<file path="src/rtl/fbc_pkg.sv">
package fbc_pkg;

  typedef enum logic [1:0] {
    SEQ_IDLE = 2'd0,
    SEQ_WALK = 2'd1,
    SEQ_FIN  = 2'd2
  } seq_state_t;

  // Encoded state to "is busy" view
  function automatic logic state_busy(input seq_state_t s);
    return (s == SEQ_WALK) || (s == SEQ_FIN);
  endfunction

  function automatic logic state_writes(input seq_state_t s);
    return (s == SEQ_WALK);
  endfunction

endpackage

</file>
<file path="src/rtl/fbc_walker.sv">
module fbc_walker #(
  parameter int XW = 6,
  parameter int YW = 5
) (
  input  logic          clk,
  input  logic          rst,
  input  logic          advance,
  output logic [XW-1:0] cur_x,
  output logic [YW-1:0] cur_y,
  output logic          at_last
);

  localparam logic [XW-1:0] XMAX = {XW{1'b1}};
  localparam logic [YW-1:0] YMAX = {YW{1'b1}};

  // Row index is the inner loop; column steps when row wraps
  function automatic logic [XW+YW-1:0] step_coord(input logic [XW-1:0] x,
                                                  input logic [YW-1:0] y);
    logic [XW-1:0] nx;
    logic [YW-1:0] ny;
    ny = y + 1'b1;
    nx = (y == YMAX) ? x + 1'b1 : x;
    return {nx, ny};
  endfunction

  logic [XW-1:0] x_q;
  logic [YW-1:0] y_q;
  logic [XW+YW-1:0] nxt;

  assign nxt = step_coord(x_q, y_q);

  always_ff @(posedge clk) begin
    if (rst) begin
      x_q <= '0;
      y_q <= '0;
    end else if (advance) begin
      x_q <= nxt[XW+YW-1:YW];
      y_q <= nxt[YW-1:0];
    end
  end

  assign cur_x   = x_q;
  assign cur_y   = y_q;
  assign at_last = (x_q == XMAX) && (y_q == YMAX);

endmodule

</file>
<file path="src/rtl/fbc_ctrl.sv">
module fbc_ctrl
  import fbc_pkg::*;
(
  input  logic       clk,
  input  logic       rst,
  input  logic       start,
  input  logic       at_last,
  output seq_state_t state,
  output logic       accept_evt,
  output logic       finish_evt
);

  seq_state_t st_q, st_d;

  assign accept_evt = (st_q == SEQ_IDLE) && start;
  assign finish_evt = (st_q == SEQ_WALK) && at_last;

  always_comb begin
    st_d = st_q;
    unique case (st_q)
      SEQ_IDLE: if (accept_evt) st_d = SEQ_WALK;
      SEQ_WALK: if (finish_evt) st_d = SEQ_FIN;
      SEQ_FIN:  st_d = SEQ_IDLE;
      default:  st_d = SEQ_IDLE;
    endcase
  end

  always_ff @(posedge clk) begin
    if (rst) st_q <= SEQ_IDLE;
    else     st_q <= st_d;
  end

  assign state = st_q;

endmodule

</file>
<file path="src/rtl/fbc_port.sv">
module fbc_port
  import fbc_pkg::*;
#(
  parameter int XW = 6,
  parameter int YW = 5
) (
  input  seq_state_t    state,
  input  logic [XW-1:0] cur_x,
  input  logic [YW-1:0] cur_y,
  output logic          busy,
  output logic          done,
  output logic [XW-1:0] px_x,
  output logic [YW-1:0] px_y,
  output logic          px_we,
  output logic          px_wdata
);

  assign busy     = state_busy(state);
  assign done     = (state == SEQ_FIN);
  assign px_we    = state_writes(state);
  assign px_wdata = 1'b0;
  assign px_x     = cur_x;
  assign px_y     = cur_y;

endmodule

</file>
<file path="src/rtl/fb_clear_seq.sv">
module fb_clear_seq
  import fbc_pkg::*;
#(
  parameter int XW = 6,
  parameter int YW = 5
) (
  input  logic          clk,
  input  logic          rst,
  input  logic          start,
  output logic          busy,
  output logic          done,
  output logic [XW-1:0] px_x,
  output logic [YW-1:0] px_y,
  output logic          px_we,
  output logic          px_wdata
);

  seq_state_t    state;
  logic          at_last;
  logic          step_evt;
  logic          accept_evt;
  logic          finish_evt;
  logic [XW-1:0] cur_x;
  logic [YW-1:0] cur_y;

  assign step_evt = (state == SEQ_WALK);

  fbc_ctrl u_ctrl (
    .clk        (clk),
    .rst        (rst),
    .start      (start),
    .at_last    (at_last),
    .state      (state),
    .accept_evt (accept_evt),
    .finish_evt (finish_evt)
  );

  fbc_walker #(.XW(XW), .YW(YW)) u_walk (
    .clk     (clk),
    .rst     (rst),
    .advance (step_evt),
    .cur_x   (cur_x),
    .cur_y   (cur_y),
    .at_last (at_last)
  );

  fbc_port #(.XW(XW), .YW(YW)) u_port (
    .state    (state),
    .cur_x    (cur_x),
    .cur_y    (cur_y),
    .busy     (busy),
    .done     (done),
    .px_x     (px_x),
    .px_y     (px_y),
    .px_we    (px_we),
    .px_wdata (px_wdata)
  );

endmodule

</file>
<file path="config.mk">
export PLATFORM = sky130hd
export DESIGN_NAME = fb_clear_seq
export DESIGN_NICKNAME = d
export VERILOG_FILES = /design/src/rtl/fbc_pkg.sv /design/src/rtl/fbc_walker.sv /design/src/rtl/fbc_ctrl.sv /design/src/rtl/fbc_port.sv /design/src/rtl/fb_clear_seq.sv
export SDC_FILE = /design/constraint.sdc
export NUM_CORES = 1
export LEC_CHECK = 0
export BUFFER_PORTS_ARGS = -buffer_cell sky130_fd_sc_hd__buf_2
export CELL_PAD_IN_SITES_DETAIL_PLACEMENT = 1
export CELL_PAD_IN_SITES_GLOBAL_PLACEMENT = 1
export CORE_MARGIN = 2
export CORE_UTILIZATION = 37
export DETAILED_ROUTE_END_ITERATION = 8
export GPL_TIMING_DRIVEN = 0
export PLACE_DENSITY = 0.86
export RECOVER_POWER = 50
export SYNTH_ARGS = -nofsm -noshare
export SYNTH_HDL_FRONTEND = slang
export SYNTH_HIERARCHICAL = 1
export SYNTH_SLANG_ARGS = --single-unit
export TNS_END_PERCENT = 20
</file>
<file path="constraint.sdc">
create_clock -name clk -period 1.7 [get_ports clk]
set_input_delay 0.51 -clock clk [delete_from_list [all_inputs] [get_ports clk]]
set_output_delay 0.51 -clock clk [all_outputs]
set_load 0.005 [all_outputs]
</file>
**Yosys cells after proc, flatten, opt, wreduce, memory -nomap -nowiden**

Index checks and enable logic that the tools add are counted.

- Register bits after elaboration: 13
- Input port bits: 3
- Logic and storage cells: 21

- Add/sub/neg operators: 2
- Equality and inequality tests: 6
- Muxes and demuxes: 3
- Reductions and logical operators: 7

Operators with widths:

| kind | number |
|---|---|
| adder 6 x 1 -> 6 bit, second input constant | 1 |
| equality test 6 bit, second input constant | 1 |
| adder 5 x 1 -> 5 bit, second input constant | 1 |
| equality test 5 bit, second input constant | 1 |
| 2-to-1 mux 2 bit | 2 |
| case mux 2 bit (2 select lines) | 1 |
| AND reduction 2 bit | 2 |
| logical AND 1 bit | 3 |
| equality test 2 x 1 -> 1 bit, second input constant | 1 |
| equality test 2 bit, second input constant | 1 |
| zero test 2 bit | 1 |
| != test 2 x 1 -> 1 bit, second input constant | 1 |
| != test 2 bit, second input constant | 1 |
| logical OR 1 bit | 1 |

**Logic depth before layout (Yosys ltp)**

- Depth in word-level cells: 5
- Mapped depth: 7
- Gate-level depth less buffers: 7

**Modules after synthesis**

The synthesis kept the hierarchy.

By module, submodules not included:

| module | instances | cells an instance | area each (sq um) | seq. area each (sq um) |
|---|---|---|---|---|
| fbc_walker | 1 | 53 | 484.2 | 220.2 |
| fbc_port | 1 | 18 | 130.1 | 0.0 |
| fbc_ctrl | 1 | 8 | 73.8 | 40.0 |
| fb_clear_seq | 1 | 1 | 13.8 | 0.0 |

**Worst setup path after synthesis**

Ideal clock, no wire load.

- Path kind: register to register
- From: register u_walk.y_q[0], in the netlist u_walk/cur_y[0]
- To: register u_walk.x_q[4], in the netlist u_walk/cur_x[4]
- Setup time: 0.071 ns
- Data arrival time: 1.446 ns
- Required time: 1.629 ns
- Setup slack: 0.184 ns
- Stages on the path, launching flop included: 7
- Path buffers: 0
- Clock period less this slack: 1.516 ns
- Path through: dfxtp_1 ha_1 and3_1 ha_1 nand3_1 or3_1 a21oi_1

- Cells in the longest elaborated chain, start to end: 2

Ends and longest elaborated chain:

| what | RTL line | source |
|---|---|---|
| start: declaration | fbc_walker.sv:27 | `logic [YW-1:0] y_q;` |
| start signal: assignment | fbc_walker.sv:38 | `y_q <= nxt[YW-1:0];` |
| equality test 5 bit | fbc_walker.sv:22 | `nx = (y == YMAX) ? x + 1'b1 : x;` |
| AND reduction 2 bit (no line) | -- |  |
| end signal: assignment | fbc_walker.sv:37 | `x_q <= nxt[XW+YW-1:YW];` |
| end: declaration | fbc_walker.sv:26 | `logic [XW-1:0] x_q;` |

Every way passes these cells.
A chain may end at the register's enable or synchronous reset.

**Worst setup path after layout**

- From: register u_walk.y_q[0], in the netlist u_walk/cur_y[0]
- To: register u_walk.x_q[3], in the netlist u_walk/cur_x[3]

The elaborated chain is that of the path after synthesis.

==> summary.txt <==
Floorplan
  • Die Ht: between 40 and 50 µm
  • Starting Density: 39.6%
  • Die area: around 2200 µm²
  • IO Pins: 18
  • Std-Cell Rows: 15
  • Die span in x: ~47 µm
  • Core area: between 1500 and 2000 µm²

Global routing
  • Largest net degree at the start of global routing: 11
  • First-pass GRT wire length: approximately 2100 µm
  • Initial antenna violation count: 0
  • Gr ovfl total: 0
  • Vias in the first global route: between 500 and 600
  • Total GRT Usage: a little over an eighth

Power
  • Switch share: between 20% and 30%
  • Power Total: roughly 0.00056 W
  • Pwr Density: roughly 660 nW/µm²
  • Cell Int Power: approximately 0.00043 W
  • Comb pwr share: roughly 8.7%
  • Worst VDD drop: between 0.5 and 0.6 mV
  • Clock power share: between 30% and 40%
  • Switch Pwr: roughly 0.00013 W
  • Sequential share of power: 56.6%
  • Pleak: 0.404 nW

Worst setup path
  • CP Class: register to register
  • Crit. End Element: register
  • Critical-path cell list: ha_2 > and3_4 > ha_4 > nand4_2 > or3_1 > a21oi_1
  • Crit-path max FO: 5
  • Crit path DAT: between 1500 and 2000 ps
  • Crit path required time: 1910 ps
  • Slowest CP cell: dfxtp_2
  • RR Endpoint: u_walk/cur_x[3]
  • CP peak stage delay: around 370 ps
  • Critical path launch point type: register
  • R2R depth: 6
  • Setup slack, reg-to-reg: around 70 ps
  • Reg2reg start: u_walk/cur_y[0]

Route
  • DRC violations left: 0
  • Final ANT Viol Nets: 0
  • Vias per inst: about 4.5
  • Initial DRT Pass Iterations: 2
  • Initial drt markers: 3
  • Routed vias: 552
  • Post-detailed-route wirelength per cell: between 10 and 15 µm
  • WL final: ~1300 µm

Yosys
  • Synthesized area per cell: roughly 8.9 µm²
  • Yosys warning count: 6
  • Syn_nets: between 80 and 90
  • Synth Instances: 78
  • Mapped Area: 691 µm²

Outcome
  • Status: completed

Cells and area
  • ANT cells: 0
  • Fillcell total: 231
  • Multi-input logic area: approximately 320 µm²
  • Area delta synth->final: 22.8%
  • Layout cells sized above 1: between 40% and 50%
  • Fin nets: ~110
  • Reg area: 268 µm²

Timing
  • RSZ-0062 raised after global routing: no
  • Peak Freq: about 0.61 GHz
  • Minimum clock period: 1630 ps
  • Slew Limit Fails: 0
  • Final clock skew: 3.20 ps
  • Setup_tns: 0 ps
  • Final hold violation count: 0
  • Setup-failing EPs final: 0
  • Fin crit share: approximately 96%

Clock network
  • CTS clk-pin slew, worst paths: ~80 ps
  • Clk buf depth: 2
  • Root Buffer: clkbuf_4
  • CTS tree: done
  • Clock Latency Late Sink: 280 ps
  • Hold_buf cts: 0
  • Number of setup buffers added after CTS: 0
  • Total CTS buffers: 3
  • TritonCTS Sinks: 13
  • H-tree depth: 1

Worst hold path
  • Hold_sp: rst
  • Worst Hold Path EP: u_walk/cur_x[5]
  • HP Class: input pin to register
  • Worst hold stages: 2

Place
  • I/O Buffers: 16
  • Routability cong.: roughly 0.66
  • DP Wirelength: 1020 µm

Flow run
  • Max Cap Viol: 0
metrics by stage:
| stage | instances | hold WS (ps) | area (µm²) | util [%] | setup slack (ps) |
|---|---|---|---|---|---|
| finish | 123 | 420 | 848 | 48.6 | 70.1 |
| global route | 123 | 412 | 848 | 48.6 | 3.88 |
| CTS | 123 | 415 | 843 | 48.3 | 11.4 |
| detailed placement | 119 | 501 | 802 | 45.9 | -73.4 |
| global placement | 119 | 484 | 802 | 45.9 | 55.5 |
| floorplan | 78 | 466 | 691 | - | 184 |
state kept, by name (all words and copies together) (netlist names):
register and cells:
u_walk/cur_y 5, u_ctrl/state 2, u_walk/cur_x 6
worst max-delay path: cells and delay by family, from the launching register on:
kind                       cells  cell delay [ps]
adders and majority gates      2              350
AOI/OAI and AO/OA              1              170
DFF                            1              370
and+or+nand+nor                3              660
cell usage in the layout, fill, tap and decap left out, types with 2 or more instances in the layout:
master and n:
clkbuf_1 2, o21ai_0 3, mux2i_1 2, a21oi_1 4, dfxtp_2 3, nand3_1 4, clkbuf_4 7, xnor2_1 2
nand2_1 5, dfxtp_1 9, inv_1 4, ha_1 3, nor2_1 9, xor2_1 3, buf_2 16, buf_4 8
or3_1 3
worst max-delay path by stage:
stage / from / end / slack (ps) / depth (start not counted)
global placement: u_walk/cur_y[0] / u_walk/cur_x[4] / 60 / 6
finish: u_walk/cur_y[0] / u_walk/cur_x[3] / 70 / 6
CTS: u_ctrl/state[1] / busy / 10 / 3
floorplan: u_walk/cur_y[0] / u_walk/cur_x[4] / 180 / 6
global route: u_walk/cur_y[0] / u_walk/cur_x[3] / 4 / 6
detailed placement: u_walk/cur_y[0] / u_walk/cur_x[3] / -70 / 6
layer usage:
layer / vias up / GRT usage (%) / wire, µm
met4: 0 / 6.67 / 23
met1: 256 / 15.7 / 573
met5: - / 0 / 0
met3: 2 / 2.31 / 38
li1: 283 / - / -
met2: 11 / 23.0 / 659
area by class of cell:
| class | instances | share of cell area [%] |
|---|---|---|
| flip-flops and latches | 13 | 31.6 |
| inverters | 4 | 1.77 |
| well taps | 25 | 3.69 |
| multi-input cells | 47 | 38.1 |
| repair buffers | 16 | 9.44 |
| clock buffers | 4 | 3.10 |
| plain buffers | 14 | 12.4 |
power groups by stage:
stage	registers (W)	clock network (W)	logic [W]
after CTS	0.000319	0.000204	0.0000514
after floorplan	0.000324	0	0.0000364
after global placement	0.000325	0	0.0000492
final	0.000319	0.000195	0.0000493
after detailed placement	0.000325	0	0.0000513
after global routing	0.000320	0.000216	0.0000562
timing repair:
item | 4_1_cts | 5_1_grt
gates resized for setup | 4 | 5
pin swaps | 0 | 1
setup endpoints to repair | 4 | 5
Note: power is estimated with default switching activity, not from simulation.
